File: src/rtl/cw_pkg.sv
package cw_pkg;

  typedef enum logic [2:0] {
    ST_IDLE,
    ST_SETUP,
    ST_LOW,
    ST_HIGH,
    ST_HOLD
  } cwState_t;

  // strobes from the sequencer to the datapath
  typedef struct packed {
    logic load;     // accept request, drop select
    logic clkFall;  // drive clock low, present next bit
    logic clkRise;  // drive clock high
    logic finish;   // release select, return lines to idle
  } cwStrobe_t;

endpackage

File: src/rtl/cw_ctrl.sv
module cw_ctrl
  import cw_pkg::*;
#(
  parameter int NUM_CODECS = 2,
  parameter int CODEC_W    = 2,
  parameter int DIV_W      = 8,
  parameter int FRAME_W    = 16
) (
  input  logic               clk,
  input  logic               rstN,
  input  logic               reqValid,
  input  logic [CODEC_W-1:0] reqCodec,
  input  logic [DIV_W-1:0]   halfPeriod,
  output cwStrobe_t          strobe,
  output logic               busy
);

  localparam int BIT_W = $clog2(FRAME_W);
  localparam logic [BIT_W-1:0] LAST_BIT = BIT_W'(FRAME_W - 1);
  localparam logic [DIV_W-1:0] ONE = DIV_W'(1);

  cwState_t         state;
  logic [DIV_W-1:0] hpReg;
  logic [DIV_W-1:0] divCnt;
  logic [BIT_W-1:0] bitCnt;
  logic [DIV_W-1:0] hpEff;
  logic             codecOk;
  logic             accept;
  logic             phaseEnd;

  assign codecOk  = int'(reqCodec) < NUM_CODECS;
  assign accept   = reqValid && (state == ST_IDLE) && codecOk;
  assign hpEff    = (halfPeriod == '0) ? ONE : halfPeriod;
  assign phaseEnd = (state != ST_IDLE) && (divCnt == '0);
  assign busy     = (state != ST_IDLE);

  always_comb begin
    strobe         = '0;
    strobe.load    = accept;
    if (phaseEnd) begin
      unique case (state)
        ST_SETUP: strobe.clkFall = 1'b1;
        ST_LOW:   strobe.clkRise = 1'b1;
        ST_HIGH:  strobe.clkFall = (bitCnt != LAST_BIT);
        ST_HOLD:  strobe.finish  = 1'b1;
        default:  ;
      endcase
    end
  end

  always_ff @(posedge clk or negedge rstN) begin
    if (!rstN) begin
      state  <= ST_IDLE;
      hpReg  <= ONE;
      divCnt <= '0;
      bitCnt <= '0;
    end else if (accept) begin
      state  <= ST_SETUP;
      hpReg  <= hpEff;
      divCnt <= hpEff - ONE;
      bitCnt <= '0;
    end else if (phaseEnd) begin
      divCnt <= hpReg - ONE;
      unique case (state)
        ST_SETUP: state <= ST_LOW;
        ST_LOW:   state <= ST_HIGH;
        ST_HIGH: begin
          if (bitCnt == LAST_BIT) begin
            state <= ST_HOLD;
          end else begin
            state  <= ST_LOW;
            bitCnt <= bitCnt + BIT_W'(1);
          end
        end
        ST_HOLD:  state <= ST_IDLE;
        default:  state <= ST_IDLE;
      endcase
    end else if (state != ST_IDLE) begin
      divCnt <= divCnt - ONE;
    end
  end

endmodule

File: src/rtl/cw_datapath.sv
module cw_datapath
  import cw_pkg::*;
#(
  parameter int               NUM_CODECS = 2,
  parameter int               CODEC_W    = 2,
  parameter int               ADDR_W     = 5,
  parameter int               DATA_W     = 8,
  parameter int               CHIP_ID_W  = 2,
  parameter logic [CHIP_ID_W-1:0] CHIP_ID = 2'b10
) (
  input  logic                  clk,
  input  logic                  rstN,
  input  cwStrobe_t             strobe,
  input  logic [CODEC_W-1:0]    reqCodec,
  input  logic [ADDR_W-1:0]     reqReg,
  input  logic [DATA_W-1:0]     reqData,
  output logic                  sclk,
  output logic                  sdata,
  output logic [NUM_CODECS-1:0] csN,
  output logic                  done
);

  localparam int FRAME_W = CHIP_ID_W + 1 + ADDR_W + DATA_W;

  logic [FRAME_W-1:0] shReg;

  always_ff @(posedge clk or negedge rstN) begin
    if (!rstN) begin
      shReg <= '0;
      sclk  <= 1'b1;
      sdata <= 1'b1;
      done  <= 1'b0;
    end else begin
      done <= strobe.finish;
      if (strobe.load) begin
        shReg <= {CHIP_ID, 1'b1, reqReg, reqData};
      end else if (strobe.clkFall) begin
        shReg <= {shReg[FRAME_W-2:0], 1'b0};
      end
      if (strobe.clkFall) begin
        sclk  <= 1'b0;
        sdata <= shReg[FRAME_W-1];
      end else if (strobe.clkRise) begin
        sclk <= 1'b1;
      end else if (strobe.finish) begin
        sclk  <= 1'b1;
        sdata <= 1'b1;
      end
    end
  end

  for (genvar gi = 0; gi < NUM_CODECS; gi++) begin : gSel
    always_ff @(posedge clk or negedge rstN) begin
      if (!rstN) begin
        csN[gi] <= 1'b1;
      end else if (strobe.finish) begin
        csN[gi] <= 1'b1;
      end else if (strobe.load) begin
        csN[gi] <= (int'(reqCodec) != gi);
      end
    end
  end

endmodule

File: src/rtl/cw_writer.sv
module cw_writer
  import cw_pkg::*;
#(
  parameter int NUM_CODECS = 2,
  parameter int CODEC_W    = 2,
  parameter int ADDR_W     = 5,
  parameter int DATA_W     = 8,
  parameter int DIV_W      = 8
) (
  input  logic                  clk,
  input  logic                  rstN,
  input  logic                  reqValid,
  input  logic [CODEC_W-1:0]    reqCodec,
  input  logic [ADDR_W-1:0]     reqReg,
  input  logic [DATA_W-1:0]     reqData,
  input  logic [DIV_W-1:0]      halfPeriod,
  output logic                  busy,
  output logic                  done,
  output logic                  sclk,
  output logic                  sdata,
  output logic [NUM_CODECS-1:0] csN
);

  localparam int CHIP_ID_W = 2;
  localparam int FRAME_W   = CHIP_ID_W + 1 + ADDR_W + DATA_W;

  cwStrobe_t strobe;

  cw_ctrl #(
    .NUM_CODECS(NUM_CODECS),
    .CODEC_W   (CODEC_W),
    .DIV_W     (DIV_W),
    .FRAME_W   (FRAME_W)
  ) uCtrl (
    .clk       (clk),
    .rstN      (rstN),
    .reqValid  (reqValid),
    .reqCodec  (reqCodec),
    .halfPeriod(halfPeriod),
    .strobe    (strobe),
    .busy      (busy)
  );

  cw_datapath #(
    .NUM_CODECS(NUM_CODECS),
    .CODEC_W   (CODEC_W),
    .ADDR_W    (ADDR_W),
    .DATA_W    (DATA_W),
    .CHIP_ID_W (CHIP_ID_W),
    .CHIP_ID   (2'b10)
  ) uDp (
    .clk     (clk),
    .rstN    (rstN),
    .strobe  (strobe),
    .reqCodec(reqCodec),
    .reqReg  (reqReg),
    .reqData (reqData),
    .sclk    (sclk),
    .sdata   (sdata),
    .csN     (csN),
    .done    (done)
  );

endmodule

File: config.mk
export PLATFORM = sky130hd
export DESIGN_NAME = cw_writer
export DESIGN_NICKNAME = d
export VERILOG_FILES = /design/src/rtl/cw_pkg.sv /design/src/rtl/cw_ctrl.sv /design/src/rtl/cw_datapath.sv /design/src/rtl/cw_writer.sv
export SDC_FILE = /design/constraint.sdc
export NUM_CORES = 1
export LEC_CHECK = 0
export BUFFER_PORTS_ARGS = -buffer_cell sky130_fd_sc_hd__clkbuf_2
export CAP_MARGIN = 5
export CORE_UTILIZATION = 51
export DETAILED_ROUTE_END_ITERATION = 10
export HOLD_SLACK_MARGIN = 0.15
export PLACE_DENSITY = 0.75
export SLEW_MARGIN = 15
export SYNTH_ARGS = -nofsm -noshare
export SYNTH_HDL_FRONTEND = slang
export SYNTH_HIERARCHICAL = 1
export SYNTH_SLANG_ARGS = --single-unit
File: constraint.sdc
create_clock -name clk -period 2.6 [get_ports clk]
set_clock_uncertainty 0.2 [all_clocks]
set_input_delay 0.52 -clock clk [delete_from_list [all_inputs] [get_ports clk]]
set_output_delay 0.52 -clock clk [all_outputs]
set_load 0.1 [all_outputs]
Yosys cells after proc, flatten, opt, wreduce, memory -nomap -nowiden
Index checks and enable logic that the tools add are counted.
Widths: inputs -> output; s select.
- register bits after elaboration: 44
- bits of input ports: 26
- output and inout bits: 6
- logic and storage cells: 68
- $add $sub $neg: 4
- order comparisons: 1
- eq/ne operators: 9
- mux-type cells: 27
- reduce and logical (&&, ||, !) cells: 17
- operators with widths (operator ; count):
    $mux 16 ; 2
    $mux 8 ; 4
    $sub 8x1->8 const B ; 3
    $logic_not 8->1 ; 2
    $mux 4 ; 4
    $mux 3 ; 4
    $reduce_bool 2->1 ; 6
    $mux 1 ; 11
    $pmux 3 s3 ; 1
    $reduce_bool 3->1 ; 3
    $eq 3x2->1 const B ; 2
    $add 4x1->4 const B ; 1
    $eq 4x4->1 const B ; 1
    $ne 2x1->1 const B ; 2
    $ne 4x4->1 const B ; 1
    $eq 3x1->1 const B ; 1
    $eq 3x3->1 const B ; 1
    $logic_and 1x1->1 ; 3
    $logic_not 3->1 ; 1
    $reduce_and 3->1 ; 1
    $lt 2x2->1 const B ; 1
    $ne 2x2->1 const B ; 1
    $pmux 1 s2 ; 1
    $reduce_and 2->1 ; 1

Logic depth before layout (Yosys ltp)
- depth after elaboration: 6
- depth in mapped cells: 12
- mapped depth without buffers: 11

By module
The synthesis kept the hierarchy.
- by module, submodules not included (module ; instances ; cells each ; area an instance (µm²)):
    cw_ctrl ; 1 ; 137 ; 1310.0
    cw_datapath ; 1 ; 82 ; 922.1

Worst setup path after synthesis
Ideal clock, no wire load.
- kind: flip-flop to flip-flop
- from: register uCtrl.state[0]
- to: register uCtrl.divCnt[6]
- arrival: 2508 ps
- data required time: 2274 ps
- slack: -234 ps
- cell stages (with the launch flop): 13
- path buffers: 1
- clock period less this slack: 2834 ps
- path through: dfrtp_1 > buf_6 > nor3_4 > inv_4 > and3_4 > a221o_1 > inv_1 > ha_1 > and2b_1 > a32oi_1 > nor4_2 > xnor2_1 > a21oi_1
- word-level cells in the longest chain between the ends: 4
- elaborated cells between the ends (all ways): 8
- those cells by class: mux: 2; reduce/logical: 6
- ends and longest elaborated chain (what ; RTL line ; source):
    from (decl) ; cw_ctrl.sv:22 ; cwState_t state;
    from (signal assigned) ; cw_ctrl.sv:53 ; state <= ST_IDLE;
    from (signal assigned) ; cw_ctrl.sv:58 ; state <= ST_SETUP;
    from (signal assigned) ; cw_ctrl.sv:65 ; ST_SETUP: state <= ST_LOW;
    $reduce_bool 3->1 * ; n/a ;
    via busy ; cw_writer.sv:17 ; output logic busy,
    $logic_and 1x1->1 ; cw_ctrl.sv:34 ; assign phaseEnd = (state != ST_IDLE) && (divCnt == '0);
    $mux 8 ; cw_ctrl.sv:62 ; end else if (phaseEnd) begin
    $mux 8 ; cw_ctrl.sv:57 ; end else if (accept) begin
    to (signal assigned) ; cw_ctrl.sv:60 ; divCnt <= hpEff - ONE;
    to (signal assigned) ; cw_ctrl.sv:63 ; divCnt <= hpReg - ONE;
    to (signal assigned) ; cw_ctrl.sv:79 ; divCnt <= divCnt - ONE;
    to (decl) ; cw_ctrl.sv:24 ; logic [DIV_W-1:0] divCnt;
Mark *: on every way through the listed nets, which the timed path passes. The rest lies on a longest branch.
A chain may end at the register's enable or synchronous reset.

Worst setup path after layout
- from: register uCtrl.state[2]
- to: register uCtrl.divCnt[6]
- word-level cells in the longest chain between the ends: 4
- elaborated cells between the ends (all ways): 8
- those cells by class: mux: 2; reduce/logical: 6
- ends and longest elaborated chain (what ; RTL line):
    $reduce_bool 3->1 or $logic_not 3->1 (tied branches) ; cw_ctrl.sv:34, cw_ctrl.sv:78, cw_ctrl.sv:32
    $logic_and 1x1->1, on equally long branches ; cw_ctrl.sv:34, cw_ctrl.sv:32
    $mux 8 or $logic_and 1x1->1 (tied branches) ; cw_ctrl.sv:62, cw_ctrl.sv:32
    $mux 8 or $reduce_bool 3->1 (tied branches) ; n/a
Parallel ways exist; a longest one is shown, timed or not.

==> flow_summary.json <==
{
  "synthesis.instances": 219,
  "post-route-drc-count": 0,
  "insertion_delay_ns": 0.31,
  "average_detailed_routed_wire_length_per_instance_um": 15.46,
  "multi_input_comb_area_um2": 1130,
  "final-hold-violation-count": 0,
  "clockBufferDepth": 2,
  "report.final.slew_viol_count": 0,
  "cp_data_arrival_time_ns": 2.75,
  "placement.io_buffers": 31,
  "syn_area_per_cell_um2": 10.19,
  "placed_cells": 330,
  "globalRouteOverflowTotal": 0,
  "die_h_um": 68.16,
  "grt_pass1_wl_mm": 8.445,
  "worstMarginPinSlew_ns": 0.6614,
  "cts_max_level": 2,
  "timing.slew.headroom_pct": 55.90,
  "placement.setup.worst_slack_ns": -0.1141,
  "finalWirelength_mm": 5.318,
  "num_antenna_cells": 0,
  "period_needed_ns": 2.754,
  "instances_no_fill": 344,
  "core_region_area_um2": 4086,
  "ys_warn_count": 6,
  "clock_tree.root_cell": "clkbuf_8",
  "cts.clk_slew.worst_paths_ns": 0.09,
  "seq_area_frac_synth_pct": 49.61,
  "p_per_area_nw_per_um2": 1139,
  "fill_cells": 287,
  "drtPass1Iterations": 4,
  "grt_pass1_vias": 1844,
  "final-setup-viol-count": 3,
  "detailed_place_hpwl_mm": 3.757,
  "drv_cap": 0,
  "synth_cell_type_count": 51,
  "tritoncts_num_sinks": 44,
  "count_of_flip_flops_with_a_built_in_enable_after_synthesis": 0,
  "post_route_cells_drive_above_1_share_pct": 39.12,
  "place_congestion": 0.9080,
  "sequential_cell_area_um2": 1107,
  "cts_tree": "done",
  "drt.antenna.violating_nets": 0,
  "post_synthesis_cell_area_um2": 2232,
  "core.rowCount": 23,
  "avgViaCountPerCell": 5.616,
  "via_count": 1932,
  "yosys_register_bits": 44,
  "die_width_um": 68.16,
  "timing_worst_setup_path_type": "reg2reg",
  "design.final.nets": 321,
  "crit-reg2reg-launch": "uCtrl/state[2]",
  "setup.worst_path.start": "uCtrl/state[2]",
  "mappedNetlistNets": 247,
  "layout_worst_path_cycle_share_pct": 105.9,
  "path_max_fanout": 4,
  "synthArstFlopShare_pct": 100.0,
  "worstSetupEndpointType": "flip-flop",
  "unrepaired_setup_endpoints_after_global_routing": "yes",
  "hold_path_startpoint": "reqData[1]",
  "static-leakage-power_nw": 1.342,
  "antenna_violations_before_repair": 0,
  "worst_ep_required_time_ns": 2.60,
  "failing_checks": "negative setup slack",
  "top_reg_cell_synth": "dfrtp_1",
  "initial_core_util_pct": 54.62,
  "max_clock_freq_mhz": 363.1,
  "area.growth.synth_to_final_pct": 33.24,
  "floorplan.die_area_um2": 4645,
  "design.portCount": 32,
  "vdd_ir_drop_max_uv": 643.7,
  "grt_util_all_layers_pct": 25.57,
  "tritoncts.num_buffers": 5,
  "finalSetupTns_ns": -0.2788,
  "grt_max_degree": 34,
  "final_critical_path_setup_slack_ns": -0.1539,
  "setup.worst_path.start_class": "flip-flop",
  "detailedRoute.firstIterationViolations": 141,
  "min-delay-path-class": "in2reg",
  "outcome": "complete, but fails checks"
}
per-layer routing:
| metal | wire length, µm | share of wire (%) | global-route usage, % | vias up |
|---|---|---|---|---|
| li1 | - | - | - | 933 |
| met1 | 2488 | 47 | 34.62 | 933 |
| met2 | 2501 | 47 | 39.09 | 58 |
| met3 | 268 | 5.0 | 6.000 | 8 |
| met4 | 59 | 1.1 | 10.68 | 0 |
| met5 | 0 | 0 | 0 | - |
sequential cells by signal (all words and copies together) (netlist names):
register,cells
uCtrl/state,3
uDp/sclk,1
uDp/sdata,1
uCtrl/hpReg,8
uDp/csN,2
uCtrl/bitCnt,4
uCtrl/divCnt,8
uDp/done,1
uDp/shReg,16
power by group:
part	switching (mW)	internal (mW)
registers	0.221	1.02
logic	0.876	0.730
clock network	0.251	0.290
total	1.35	2.04
final cells by class:
cell class | instances | area share, %
multi-input combinational | 160 | 37.99
sequential | 44 | 37.23
timing repair buffer | 77 | 17.71
clock buffer | 5 | 2.314
tap | 50 | 2.103
clock inverter | 3 | 1.557
inverter | 5 | 1.094
critical path, cell delays in order, from the launching register on:
cell and delay, ns:
dfrtp_1 0.42, nor3_4 0.26, bufinv_8 0.23, and3_4 0.15
a221o_1 0.31, inv_1 0.08, ha_2 0.17, and2b_1 0.13
a32oi_2 0.12, buf_4 0.17, nor4_4 0.14, xnor2_1 0.17
a21oi_1 0.09
timing repair:
action                                  4_1_cts  5_1_grt
endpoints found under the setup margin        2        5
setup buffers                                 1        5
hold buffers                                  1        0
endpoints found under the hold margin        19        0
cloned                                        0        0
gates resized for setup                       2       14
pin swaps                                     2        7
Yosys cell counts (5+ instances only):
library cell | count | area (µm²)
dfrtp_1 | 39 | 975.9
nand2_1 | 29 | 108.9
nor2_1 | 19 | 71.32
mux2i_1 | 14 | 140.1
a21oi_1 | 11 | 55.05
o21ai_1 | 8 | 40.04
o21ai_0 | 7 | 35.03
dfstp_2 | 5 | 131.4
nand2b_1 | 5 | 31.28
cell families (layout without fill, tap and decap cells):
group | Yosys count | after routing | share of synthesized area [%]
adders and majority gates | 2 | 2 | 1.121
xor gates and xnor gates | 6 | 6 | 2.355
buffers and inverters | 15 | 90 | 4.372
and+or+nand+nor | 87 | 87 | 20.68
AOI/OAI and AO/OA | 50 | 50 | 15.08
DFF | 44 | 44 | 49.61
muxes | 15 | 15 | 6.782
path summary, 6_finish.rpt:
check | endpoint | slack [ns] | depth (start not counted)
worst min-delay path | uDp/shReg[1] | 0.22 | 3
worst max register to register | uCtrl/divCnt[6] | -0.15 | 12
min in group asynchronous | uDp/shReg[3] | 0.57 | 2
worst max-delay path | uCtrl/divCnt[6] | -0.15 | 12
worst min register to register | uCtrl/hpReg[3] | 0.29 | 1
max in group asynchronous | uCtrl/bitCnt[2] | 1.02 | 3
placed cells by master, fill, tap and decap left out, types with 3 or more instances in the layout:
cell type	synthesis	final
a211o_1	3	3
a21o_1	4	4
a21oi_1	11	9
and3_2	4	4
buf_4	1	41
buf_6	4	3
clkbuf_2	1	31
clkbuf_8	0	5
dfrtp_1	39	39
dfstp_2	5	5
inv_1	3	3
mux2i_1	14	14
nand2_1	29	29
nand2b_1	5	5
nand3_1	3	3
nand4_1	4	4
nor2_1	19	18
nor2b_1	3	3
nor3_1	4	4
o21ai_0	7	7
o21ai_1	8	8
xnor2_1	3	3
xor2_1	3	3
through the flow:
step	power, mW	hold slack (ns)	cell area (µm²)	util (%)
2_1_floorplan	2.145	0.02441	2256	-
3_3_place_gp	2.584	0.2583	2716	66.47
3_5_place_dp	2.628	0.2679	2716	66.47
4_1_cts	3.211	0.2091	2870	70.24
5_1_grt	3.597	0.2190	2974	72.78
6_report	3.387	0.2157	2974	72.78
No activity file was read; power rests on OpenSTA's default activity.
